### config.mk
export PLATFORM = sky130hd
export DESIGN_NAME = segq_entry_alloc
export DESIGN_NICKNAME = d
export VERILOG_FILES = /design/src/rtl/segq_pkg.sv /design/src/rtl/segq_seg_pick.sv /design/src/rtl/segq_order_gate.sv /design/src/rtl/segq_avail_reg.sv /design/src/rtl/segq_entry_alloc.sv
export SDC_FILE = /design/constraint.sdc
export NUM_CORES = 1
export LEC_CHECK = 0
export ABC_CLOCK_PERIOD_IN_PS = 2400
export BUFFER_PORTS_ARGS = -buffer_cell sky130_fd_sc_hd__buf_2
export CAP_MARGIN = 0
export CORE_MARGIN = 8
export CORE_UTILIZATION = 41
export DETAILED_ROUTE_END_ITERATION = 8
export PLACE_DENSITY = 0.8
export SETUP_SLACK_MARGIN = 0.3
export SYNTH_ARGS = -nofsm -noshare
export SYNTH_HDL_FRONTEND = slang
export SYNTH_SLANG_ARGS = --single-unit
### constraint.sdc
create_clock -name clk -period 2.4 [get_ports clk]
set_input_delay 0.12 -clock clk [delete_from_list [all_inputs] [get_ports clk]]
set_output_delay 0.12 -clock clk [all_outputs]
set_load 0.005 [all_outputs]
### src/rtl/segq_pkg.sv
package segq_pkg;
   // bit width able to hold 0..n-1, never below one
   function automatic int unsigned segq_bits(input int unsigned n);
      return (n <= 1) ? 1 : $clog2(n);
   endfunction

   // true when n is a power of two
   function automatic bit segq_pow2(input int unsigned n);
      return (n != 0) && ((n & (n - 1)) == 0);
   endfunction
endpackage

### src/rtl/segq_seg_pick.sv
// One-of-DEPTH search: lowest-indexed set bit of the segment's free slice.
module segq_seg_pick #(
   parameter int unsigned DEPTH = 4,
   parameter int unsigned LW    = 2
) (
   input  logic [DEPTH-1:0] free_i,
   output logic             found_o,
   output logic [LW-1:0]    pick_o
);
   generate
      if (DEPTH < 2) begin : g_bad
         $error("segq_seg_pick: DEPTH must be at least 2");
      end
      if (LW < $clog2(DEPTH)) begin : g_bad_lw
         $error("segq_seg_pick: LW too narrow for DEPTH");
      end
   endgenerate

   always_comb begin
      found_o = 1'b0;
      pick_o  = '0;
      for (int i = DEPTH - 1; i >= 0; i--) begin
         if (free_i[i]) begin
            found_o = 1'b1;
            pick_o  = LW'(i);
         end
      end
   end
endmodule

### src/rtl/segq_order_gate.sv
// Keeps placement in program order: a slot is taken only when it requests,
// its segment has room, and every lower slot is taken too.
module segq_order_gate #(
   parameter int unsigned N  = 4,
   parameter int unsigned CW = 3
) (
   input  logic [CW-1:0] count_i,
   input  logic [N-1:0]  room_i,
   output logic [N-1:0]  take_o,
   output logic [CW-1:0] taken_o
);
   logic [N-1:0] want;

   generate
      if ((1 << CW) <= N) begin : g_bad
         $error("segq_order_gate: CW cannot represent N");
      end
      for (genvar k = 0; k < N; k++) begin : g_slot
         localparam logic [CW-1:0] KV = CW'(k);
         assign want[k] = (count_i > KV);
         if (k == 0) begin : g_first
            assign take_o[k] = want[k] & room_i[k];
         end else begin : g_next
            assign take_o[k] = want[k] & room_i[k] & take_o[k-1];
         end
      end
   endgenerate

   always_comb begin
      taken_o = '0;
      for (int i = 0; i < N; i++) begin
         taken_o = taken_o + CW'(take_o[i]);
      end
   end
endmodule

### src/rtl/segq_avail_reg.sv
// Availability state: cleared on allocation, set on deallocation (set wins).
module segq_avail_reg #(
   parameter int unsigned N = 16
) (
   input  logic         clk,
   input  logic         rst_n,
   input  logic [N-1:0] clr_i,
   input  logic [N-1:0] set_i,
   output logic [N-1:0] avail_o
);
   logic [N-1:0] avail_q;

   always_ff @(posedge clk) begin
      if (!rst_n) begin
         avail_q <= '1;
      end else begin
         avail_q <= (avail_q & ~clr_i) | set_i;
      end
   end

   assign avail_o = avail_q;
endmodule

### src/rtl/segq_entry_alloc.sv
module segq_entry_alloc #(
   parameter int unsigned NUM_SEG   = 4,
   parameter int unsigned SEG_DEPTH = 4,
   localparam int unsigned NUM_ENT  = NUM_SEG * SEG_DEPTH,
   localparam int unsigned IDX_W    = segq_pkg::segq_bits(NUM_ENT),
   localparam int unsigned CNT_W    = segq_pkg::segq_bits(NUM_SEG + 1)
) (
   input  logic                     clk,
   input  logic                     rst_n,
   input  logic [CNT_W-1:0]         disp_count,
   input  logic [NUM_ENT-1:0]       rel_vec,
   output logic [NUM_SEG-1:0]       grant_vld,
   output logic [NUM_SEG*IDX_W-1:0] grant_idx,
   output logic [CNT_W-1:0]         accept_cnt,
   output logic [NUM_ENT-1:0]       avail_vec
);
   localparam int unsigned LOC_W = segq_pkg::segq_bits(SEG_DEPTH);

   generate
      if (NUM_SEG < 1) begin : g_bad_seg
         $error("segq_entry_alloc: NUM_SEG must be at least 1");
      end
      if (SEG_DEPTH < 2) begin : g_bad_depth
         $error("segq_entry_alloc: SEG_DEPTH must be at least 2");
      end
      if (NUM_ENT > 4096) begin : g_bad_size
         $error("segq_entry_alloc: queue too large");
      end
   endgenerate

   logic [NUM_SEG-1:0] seg_room;
   logic [NUM_SEG-1:0] seg_take;
   logic [NUM_ENT-1:0] alloc_clr;
   logic [NUM_ENT-1:0] avail_q;

   segq_avail_reg #(.N(NUM_ENT)) u_avail (
      .clk     (clk),
      .rst_n   (rst_n),
      .clr_i   (alloc_clr),
      .set_i   (rel_vec),
      .avail_o (avail_q)
   );

   segq_order_gate #(.N(NUM_SEG), .CW(CNT_W)) u_order (
      .count_i (disp_count),
      .room_i  (seg_room),
      .take_o  (seg_take),
      .taken_o (accept_cnt)
   );

   generate
      for (genvar s = 0; s < NUM_SEG; s++) begin : g_seg
         localparam logic [IDX_W-1:0] BASE = IDX_W'(s * SEG_DEPTH);
         logic [LOC_W-1:0] loc;
         logic [IDX_W-1:0] full_idx;

         segq_seg_pick #(.DEPTH(SEG_DEPTH), .LW(LOC_W)) u_pick (
            .free_i  (avail_q[s*SEG_DEPTH +: SEG_DEPTH]),
            .found_o (seg_room[s]),
            .pick_o  (loc)
         );

         // index composition: OR when segments are aligned, add otherwise
         if (segq_pkg::segq_pow2(SEG_DEPTH)) begin : g_aligned
            assign full_idx = BASE | IDX_W'(loc);
         end else begin : g_packed
            assign full_idx = BASE + IDX_W'(loc);
         end

         assign grant_idx[s*IDX_W +: IDX_W] = full_idx;

         for (genvar j = 0; j < SEG_DEPTH; j++) begin : g_bit
            localparam logic [LOC_W-1:0] JV = LOC_W'(j);
            assign alloc_clr[s*SEG_DEPTH + j] = seg_take[s] && (loc == JV);
         end
      end
   endgenerate

   assign grant_vld = seg_take;
   assign avail_vec = avail_q;
endmodule

==> results.tsv, run 1 <==
stage	metric	value	unit
timing	Fin. Hold Viols	0	
clocking	H-tree Lvls	1	
synth	Yosys reg bits	16	
detailed_routing	Via density	5.14	
worst_setup_path	WS Path Type	register to output pin	
synth	register area share after synthesis	35.5	%
detailed_routing	antenna-violating nets left	0	
floorplan	# IOs	60	
synth	number of synthesized flops with an enable pin	0	
worst_setup_path	number of cells on the critical path	6	
floorplan	Die H	62.9	um
timing	RSZ-0062 raised after global routing	yes	
floorplan	area of the core	0.00215	mm2
synth	Distinct cells, synth	34	
pwr	clock power share	32.9	%
placed_design	HPWL after DPL	2100	um
job	Max Cap Violations	0	
global_routing	grt ovf	0	
min_path	Worst Hold Class	input pin to register	
worst_setup_path	CP Launch Point	u_avail.avail_o[2]	
pwr	internal cell power	0.422	mW
synth	asr flop ratio synth	0	%
cells_and_area	layout cells sized above 1	52.0	%
clocking	Skew-Pair Late Insertion Delay	300	ps
timing	fin crit period	2210	ps
worst_setup_path	CP arrival	2090	ps
floorplan	placement row count	17	
global_routing	initial antenna violation count	0	
clocking	clock tree sinks	16	
cells_and_area	antenna diode count	0	
cells_and_area	design area	0.00144	mm2
pwr	Sw Ratio	27.6	%
timing	Final period util	91.9	%
placed_design	port bufs	51	
global_routing	first-pass GRT wire length	5010	um
synth	post-synth top area share	35.5	%
timing	setup TNS	0	ps
clocking	Worst-path clk slew	100	ps
clocking	CTS Root Cell	clkbuf_4	
min_path	worst hold start	rel_vec[1]	
cells_and_area	Fillers	166	
floorplan	starting density of the core	42.0	%
floorplan	Die ar.	0.00396	mm2
detailed_routing	Routed WL	3160	um
detailed_routing	Avg WL per Cell	15.6	um
worst_setup_path	crit-path max FO	3	
global_routing	All-Layer GR Usage	15.1	%
clocking	Num CTS Buffers	3	
timing	fin. max-slew vios	0	
timing	maximum clock rate	453	MHz
timing	max_slew headroom	62.1	%
global_routing	vias in the first global route	1102	
pwr	combinational power share	19.5	%
placed_design	dpl ws	274	ps
timing	clock skew	4.10	ps
clocking	CTS tree	yes	
synth	count leader, synth	nor2_1	
worst_setup_path	capturing element type of the critical path	output pin	
pwr	register share of total power	47.6	%
pwr	pwr dens	405	mW/mm2
cells_and_area	area of the multi-input gates	572	um2
pwr	P_leak	0.676	nW
worst_setup_path	critical path's slowest cell	nor4_4	
synth	Mapped Avg Cell Area	8.51	um2
worst_setup_path	critical path, cell by cell	nor4_4 -> or3_4 -> nor2_4 -> fa_2 -> ha_4 -> buf_6	
detailed_routing	drt drc	0	
timing	Slew @ Worst Pin	564	ps
worst_setup_path	Critical Path RT	2280	ps
synth	Mapped Cells	106	
worst_setup_path	crit start category	register	
global_routing	largest net degree at the start of global routing	11	
pwr	VDD IR-drop max	0.000288	V
worst_setup_path	Reg2Reg Depth	5	
cells_and_area	Nets	199	
status	status	complete, no violations	
worst_setup_path	WP buf/inv	1	
synth	synthesized area	902	um2
worst_setup_path	delay of the slowest critical-path stage	390	ps
synth	post-synth top area cell	dfxtp_1	
pwr	Net Sw Power	0.161	mW
clocking	Longest Clk Path Bufs	2	
min_path	worst hold path depth	2	
cells_and_area	FF+latch area	348	um2
cells_and_area	max reg flops	16	
detailed_routing	TritonRoute pass-1 iters	4	
detailed_routing	Iteration-0 DRC Markers	30	
timing	final setup vio count	0	
synth	top cells by area, synth	dfxtp_1, nor2_1, buf_4	
synth	Synth Flop Type	dfxtp_1	
worst_setup_path	CP top delay family	adder cells	
detailed_routing	via count	1043	
floorplan	chip width	62.9	um
placed_design	placement-stage cell area	0.00116	mm2
synth	most frequent cells after synthesis	nor2_1, dfxtp_1, buf_4	
synth	Synth Warn #	0	
worst_setup_path	reg-to-reg startpoint	u_avail.avail_o[4]	
timing	Worst Slack Setup Final	194	ps
cells_and_area	Layout Area Growth over Synthesis	59.4	%
placed_design	gpl congestion	0.826	
[worst paths after layout]
check                                           to  slack (ps)
worst max-delay path                 accept_cnt[1]         190
worst min-delay path            u_avail.avail_o[1]           2
worst max register to register  u_avail.avail_o[8]         860
worst min register to register  u_avail.avail_o[3]         530
[logic make-up (layout without fill, tap and decap cells)]
| family | Yosys count | after routing | share of synthesized area (%) |
|---|---|---|---|
| AOI/OAI and AO/OA | 24 | 24 | 19.3 |
| buffers and inverters | 17 | 80 | 11.4 |
| adders and majority gates | 2 | 2 | 3.61 |
| DFF | 16 | 16 | 35.5 |
| other | 2 | 8 | 0.832 |
| and+or+nand+nor | 45 | 45 | 29.4 |
[repair_timing]
action,in CTS,in global routing
endpoints found under the setup margin,3,3
setup buffers,5,3
cloned,0,0
endpoints found under the hold margin,4,3
pin swaps,6,7
gates resized for setup,14,16
hold buffers,4,3
[per-stage QoR]
step                hold WS [ps]  util, %  power [mW]  instances
finish                      2.14     66.9       0.582        203
global placement             304     54.0       0.369        184
floorplan                    214        -       0.336        112
detailed placement           306     54.0       0.371        184
CTS                       0.0341     62.7       0.575        197
global route                7.82     66.9       0.609        203
[power groups by stage]
stage | Sequential, mW | Combinational, mW | Clock, mW
final | 0.277 | 0.114 | 0.191
after floorplan | 0.285 | 0.0510 | 0
after global routing | 0.278 | 0.124 | 0.206
after global placement | 0.285 | 0.0836 | 0
after CTS | 0.279 | 0.105 | 0.190
after detailed placement | 0.286 | 0.0852 | 0
[worst reg2reg max path, cell delays in order, from the launching register on]
cell and delay, ps:
dfxtp_4 400, nor4_4 40, buf_4 150, or3_4 410, buf_4 160, a211o_1 270
[layout by cell type (no fill, tap or decap), types with 3 or more instances in the layout]
cell            n
buf_4          11
nor2_1         18
clkbuf_4        3
conb_1          8
inv_1           7
nand3b_1        5
dfxtp_4         5
dfxtp_2         7
buf_2          49
dlygate4sd3_1   7
o21ai_1         4
nor4_4          3
a21oi_1         6
nor3_1          7
o41ai_1         3
dfxtp_1         4
[layout make-up]
type,instances,area share [%]
Inverter,7,1.83
Timing Repair Buffer,69,29.2
Multi-Input combinational cell,79,39.8
Tap cell,28,2.44
Sequential cell,16,24.2
Clock buffer,4,2.52
[metal layers]
layer	track usage, %	wire length (um)	vias up
li1	-	-	502
met1	16.0	1300	480
met2	25.9	1570	51
met3	5.73	241	10
met4	6.84	55	0
met5	0	0	-
Note: power is estimated with default switching activity, not from simulation.
==> run 2, diff against run 1 <==
--- a/config.mk
+++ b/config.mk
@@ -12,7 +12,6 @@
 export CORE_UTILIZATION = 41
 export DETAILED_ROUTE_END_ITERATION = 8
 export PLACE_DENSITY = 0.8
-export SETUP_SLACK_MARGIN = 0.3
 export SYNTH_ARGS = -nofsm -noshare
 export SYNTH_HDL_FRONTEND = slang
 export SYNTH_SLANG_ARGS = --single-unit
==> run 2 against run 1 <==
Compared with the run above:
- via count stayed put
- core utilization is 4.5 points lower
- hold slack better by 2.3 ps
- register-to-register slack worse by 30 ps
- worst setup slack worse by 76 ps
- combinational power is 11% lower
- global-route usage is 0.74 points lower
- routed wire length is 10% lower
- non-clock buffer count is 3 lower
- clock-buffer cell count stayed put
- critical path depth stayed put
- first-iteration DRC count is 6.7% higher
- critical path type unchanged
- highest routed layer unchanged
==> results.tsv, run 2 (synthesized netlist as in run 1, its figures left out) <==
stage	metric	value	unit	change
worst_setup_path	critical path, cell by cell	nor4_4 -> or3_4 -> nor2_1 -> fa_1 -> ha_1 -> buf_2		
cells_and_area	max reg flops	16		unchanged
min_path	worst hold path depth	2		unchanged
min_path	Worst Hold End	u_avail.avail_o[1]		
detailed_routing	Routed WL	2840	um	-10%
floorplan	placement row count	17		unchanged
timing	clock skew	5.66	ps	+1.56 ps
cells_and_area	antenna diode count	0		unchanged
detailed_routing	antenna-violating nets left	0		unchanged
floorplan	area of the core	0.00215	mm2	unchanged
worst_setup_path	crit start category	register		
timing	Final period util	95.1	%	+3.2 points
floorplan	starting density of the core	42.0	%	unchanged
pwr	combinational power share	17.8	%	-1.7 points
detailed_routing	Avg WL per Cell	14.2	um	-8.7%
timing	RSZ-0062 raised after global routing	no		
clocking	clock tree sinks	16		unchanged
global_routing	vias in the first global route	1079		-2.1%
cells_and_area	final non-filler cell total	200		-1.5%
worst_setup_path	WS Path Type	register to output pin		
floorplan	chip width	62.9	um	unchanged
pwr	Power, Total	0.572	mW	-1.8%
timing	final setup vio count	0		unchanged
placed_design	placed cells	184		unchanged
cells_and_area	layout cells sized above 1	43.6	%	-8.4 points
clocking	Worst-path clk slew	100	ps	about the same
detailed_routing	Via density	5.22		+1.5%
placed_design	gpl congestion	0.826		unchanged
clocking	CTS Root Cell	clkbuf_4		
timing	setup TNS	0	ps	unchanged
cells_and_area	final core occ	62.4	%	-4.5 points
pwr	pwr dens	427	mW/mm2	+5.3%
global_routing	first-pass GRT wire length	4730	um	-5.6%
worst_setup_path	CP arrival	2160	ps	+70 ps
timing	maximum clock rate	438	MHz	-3.3%
worst_setup_path	crit-path max FO	6		+3
placed_design	port bufs	51		unchanged
placed_design	placement-stage cell area	0.00116	mm2	unchanged
cells_and_area	design area	0.00134	mm2	-6.8%
worst_setup_path	Crit Reg-Reg Endpoint	u_avail.avail_o[8]		
timing	Worst Slack Setup Final	118	ps	-76.2 ps
pwr	P_leak	0.642	nW	-5.0%
pwr	clock power share	33.1	%	+0.2 points
worst_setup_path	Reg2Reg Depth	5		unchanged
worst_setup_path	reg-to-reg startpoint	u_avail.avail_o[7]		
cells_and_area	Nets	196		-1.5%
detailed_routing	TritonRoute pass-1 iters	4		unchanged
floorplan	Die ar.	0.00396	mm2	unchanged
cells_and_area	commonest non-fill, non-tap cells in the layout	buf_2, nor2_1, dfxtp_1		
timing	max_slew headroom	62.4	%	+0.25 points
cells_and_area	Layout Area Growth over Synthesis	48.5	%	
global_routing	grt ovf	0		unchanged
worst_setup_path	critical path's slowest cell	fa_1		
global_routing	All-Layer GR Usage	14.4	%	-0.74 points
timing	Slew @ Worst Pin	560	ps	-3.67 ps
clocking	Longest Clk Path Bufs	2		unchanged
detailed_routing	drt drc	0		unchanged
pwr	VDD IR-drop max	0.000285	V	-1.0%
timing	fin crit period	2280	ps	+76.2 ps
cells_and_area	most common cell after layout, fill and taps aside	buf_2		
pwr	register share of total power	49.1	%	+1.5 points
detailed_routing	via count	1043		unchanged
pwr	Sw Ratio	26.8	%	-0.79 points
job	Max Cap Violations	0		unchanged
pwr	Net Sw Power	0.153	mW	-4.6%
min_path	Worst Hold Class	input pin to register		
pwr	internal cell power	0.418	mW	-0.76%
detailed_routing	Iteration-0 DRC Markers	32		+6.7%
timing	hold_ws	4.40	ps	+2.26 ps
timing	Fin. Hold Viols	0		unchanged
worst_setup_path	delay of the slowest critical-path stage	440	ps	+50 ps
clocking	Num CTS Buffers	3		unchanged
timing	fin. max-slew vios	0		unchanged
status	status	complete, no violations		
worst_setup_path	capturing element type of the critical path	output pin		
floorplan	# IOs	60		unchanged
worst_setup_path	flop2flop setup slack	830	ps	-30 ps
worst_setup_path	Critical Path RT	2280	ps	about the same
floorplan	Die H	62.9	um	unchanged
clocking	H-tree Lvls	1		unchanged
min_path	worst hold start	rel_vec[1]		
global_routing	largest net degree at the start of global routing	11		unchanged
clocking	Skew-Pair Late Insertion Delay	300	ps	about the same
placed_design	dpl ws	274	ps	unchanged
clocking	CTS tree	yes		
global_routing	initial antenna violation count	0		unchanged
worst_setup_path	CP Launch Point	u_avail.avail_o[2]		
placed_design	HPWL after DPL	2100	um	unchanged
==> run 2: cell count changes in the layout (fill, tap and decap cells not counted), moves of 2 or more <==
cell     delta
buf_2       +2
buf_4       -4
buf_6       -2
dfxtp_1     +8
dfxtp_2     -3
dfxtp_4     -5
==> run 2: per-layer routing <==
layer	part of all wire (%)	GRT usage [%]
met5	0	0
met3	9.3	6.09
met4	1.3	7.41
met1	41	16.0
met2	48	22.8
==> run 2: worst max-delay path by stage <==
stage / end / slack (ps) / cells after the start
3_3_place_gp: accept_cnt[0] / 320 / 6
4_1_cts: accept_cnt[0] / 30 / 6
2_1_floorplan: accept_cnt[1] / 360 / 6
3_5_place_dp: accept_cnt[0] / 270 / 6
6_report: accept_cnt[1] / 120 / 6
5_1_grt: accept_cnt[1] / 10 / 6
==> run 2: power by group through the flow <==
| stage | logic (mW) | registers, mW | clock network [mW] |
|---|---|---|---|
| 2_1_floorplan | 0.0510 | 0.285 | 0 |
| 3_5_place_dp | 0.0852 | 0.286 | 0 |
| 4_1_cts | 0.0928 | 0.280 | 0.190 |
| 6_report | 0.102 | 0.281 | 0.189 |
| 5_1_grt | 0.113 | 0.282 | 0.204 |
| 3_3_place_gp | 0.0836 | 0.285 | 0 |
==> run 2: layout make-up <==
type                    instances  area (um2)
clock buffers                   4        36.3
fillers                       181         808
inverters                       7        26.3
multi-input cells              79         529
flip-flops and latches         16         325
well taps                      28        35.0
repair buffers                 66         388
==> run 2: worst max-delay path: cells and delay by family (launching register included) <==
| kind | cells | cell delay, ps |
|---|---|---|
| adders and majority gates | 2 | 710 |
| buffers and inverters | 1 | 130 |
| DFF | 1 | 370 |
| and+or+nand+nor | 3 | 650 |
==> run 2: timing repair <==
| action | CTS | global route |
|---|---|---|
| resized for setup | 2 | 6 |
| hold buffers | 5 | 3 |
| endpoints found under the hold margin | 5 | 3 |
| pin swaps | 1 | 3 |
| setup buffers | 1 | 3 |
| endpoints found under the setup margin | 2 | 3 |
==> run 3, diff against run 2 <==
==> constraint.sdc (replaced) <==
create_clock -name clk -period 2.4 [get_ports clk]
set_input_delay 0.24 -clock clk [delete_from_list [all_inputs] [get_ports clk]]
set_output_delay 0.24 -clock clk [all_outputs]
set_load 0.005 [all_outputs]
==> run 3 against run 2 <==
Compared with the run above:
- routed wire length down 4.3%
- largest power group unchanged
- power fell by 10%
- sequential power barely moved
- core utilization decreased by 4.0 points
- highest routed layer unchanged
- hold slack better by 130 ps
==> results.tsv, run 3 (synthesized netlist as in run 1, its figures left out) <==
stage	metric	value	unit	change
detailed_routing	drt drc	0		unchanged
timing	Final period util	97.2	%	+2.1 points
detailed_routing	Iteration-0 DRC Markers	23		-28%
detailed_routing	Via density	5.06		-2.9%
detailed_routing	Avg WL per Cell	14.4	um	+1.3%
pwr	P_leak	0.602	nW	-6.2%
timing	maximum clock rate	429	MHz	-2.2%
floorplan	chip width	62.9	um	unchanged
placed_design	dpl ws	121	ps	-153 ps
timing	fin crit period	2330	ps	+51.5 ps
job	Max Cap Violations	0		unchanged
clocking	clock tree sinks	16		unchanged
global_routing	initial antenna violation count	0		unchanged
floorplan	placement row count	17		unchanged
pwr	VDD IR-drop max	0.000362	V	+27%
global_routing	grt ovf	0		unchanged
timing	setup TNS	0	ps	unchanged
worst_setup_path	CP arrival	2090	ps	-70 ps
clocking	Skew-Pair Late Insertion Delay	280	ps	-20 ps
global_routing	All-Layer GR Usage	13.4	%	-0.99 points
timing	final setup vio count	0		unchanged
worst_setup_path	critical path, cell by cell	nor4_4 -> buf_4 -> o21ai_1 -> a21oi_1 -> fa_2 -> buf_2		
worst_setup_path	delay of the slowest critical-path stage	470	ps	+30 ps
clocking	CTS Root Cell	clkbuf_4		
clocking	Worst-path clk slew	90	ps	about the same
timing	Fin. Hold Viols	0		unchanged
cells_and_area	commonest non-fill, non-tap cells in the layout	buf_2, nor2_1, dfxtp_1		
placed_design	gpl congestion	0.762		-7.8%
floorplan	starting density of the core	42.0	%	unchanged
global_routing	largest net degree at the start of global routing	11		unchanged
worst_setup_path	crit start category	register		
pwr	pwr dens	409	mW/mm2	-4.1%
min_path	Worst Hold Class	input pin to register		
floorplan	Die ar.	0.00396	mm2	unchanged
pwr	internal cell power	0.375	mW	-10%
cells_and_area	FF+latch area	327	um2	+0.38%
worst_setup_path	WS Path Type	register to output pin		
timing	clock skew	2.24	ps	-3.42 ps
cells_and_area	max reg flops	16		unchanged
timing	RSZ-0062 raised after global routing	no		
worst_setup_path	crit-path max FO	5		-1
status	status	complete, no violations		
placed_design	port bufs	51		unchanged
cells_and_area	Layout Area Growth over Synthesis	39.1	%	
worst_setup_path	Critical Path RT	2160	ps	-120 ps
cells_and_area	Nets	186		-5.1%
floorplan	area of the core	0.00215	mm2	unchanged
global_routing	vias in the first global route	973		-9.8%
worst_setup_path	Reg2Reg Depth	4		-1
clocking	Num CTS Buffers	3		unchanged
worst_setup_path	critical path's slowest cell	fa_2		
detailed_routing	via count	957		-8.2%
pwr	Net Sw Power	0.139	mW	-9.5%
min_path	worst hold path depth	2		unchanged
pwr	combinational power share	17.7	%	about the same
timing	Worst Slack Setup Final	66.3	ps	-51.5 ps
cells_and_area	area of the multi-input gates	552	um2	+4.3%
placed_design	HPWL after DPL	2160	um	+2.7%
worst_setup_path	capturing element type of the critical path	output pin		
cells_and_area	design area	0.00125	mm2	-6.3%
timing	max_slew headroom	61.5	%	-0.91 points
timing	Slew @ Worst Pin	573	ps	+13.5 ps
cells_and_area	Fillers	198		+9.4%
pwr	register share of total power	54.7	%	+5.6 points
placed_design	placement-stage cell area	0.00116	mm2	unchanged
pwr	clock power share	27.6	%	-5.5 points
detailed_routing	antenna-violating nets left	0		unchanged
cells_and_area	antenna diode count	0		unchanged
detailed_routing	TritonRoute pass-1 iters	4		unchanged
floorplan	Die H	62.9	um	unchanged
clocking	H-tree Lvls	1		unchanged
cells_and_area	most common cell after layout, fill and taps aside	buf_2		
pwr	Sw Ratio	27.0	%	+0.21 points
global_routing	first-pass GRT wire length	4460	um	-5.7%
clocking	CTS tree	yes		
timing	fin. max-slew vios	0		unchanged
detailed_routing	Routed WL	2720	um	-4.3%
clocking	Longest Clk Path Bufs	2		unchanged
cells_and_area	layout cells sized above 1	45.3	%	+1.7 points
floorplan	# IOs	60		unchanged
[run 3: cell type report]
cell class                      instances  share of cell area [%]
Clock buffer                            3                    1.79
Multi-Input combinational cell         79                    44.0
Timing Repair Buffer                   56                    23.3
Tap cell                               28                    2.79
Inverter                                7                    2.09
Sequential cell                        16                    26.0
[run 3: worst paths after layout]
check                   endpoint                start  slack, ps
min           u_avail.avail_o[3]           rel_vec[3]        130
max                accept_cnt[0]   u_avail.avail_o[5]         70
min reg2reg  u_avail.avail_o[12]  u_avail.avail_o[12]        530
max reg2reg   u_avail.avail_o[8]   u_avail.avail_o[7]        930
[run 3: metal layers]
| layer | track usage (%) | part of all wire [%] |
|---|---|---|
| met5 | 0 | 0 |
| met4 | 4.27 | 0.92 |
| met1 | 14.5 | 42 |
| met3 | 6.27 | 9.5 |
| met2 | 22.4 | 48 |
[run 3: power by group through the flow]
| stage | sequential (mW) | clock (mW) | combinational [mW] |
|---|---|---|---|
| final | 0.280 | 0.142 | 0.0908 |
| after detailed placement | 0.286 | 0 | 0.0857 |
| after CTS | 0.281 | 0.144 | 0.0880 |
| after global routing | 0.282 | 0.156 | 0.102 |
| after floorplan | 0.285 | 0 | 0.0510 |
| after global placement | 0.285 | 0 | 0.0841 |
[run 3: worst max-delay path: cells and delay by family (launching register included)]
kind                       cells  cell delay, ps
adders and majority gates      1             470
DFF                            1             370
and+or+nand+nor                1             370
buffers and inverters          2             320
AOI/OAI and AO/OA              2             280
[run 3: repair_timing]
item                                    4_1_cts  5_1_grt
pin swaps                                     3        4
buffers inserted                              2        0
gates resized for setup                       5        6
hold buffers                                  0        0
endpoints found under the setup margin        2        3
[run 3: stage by stage]
step           hold WS, ps  total power, mW  util [%]  cells
2_1_floorplan          334            0.336         -    112
4_1_cts                123            0.513      57.1    189
5_1_grt                126            0.540      58.4    189
6_report               130            0.513      58.4    189
3_3_place_gp           423            0.369      54.0    184
3_5_place_dp           428            0.372      54.0    184
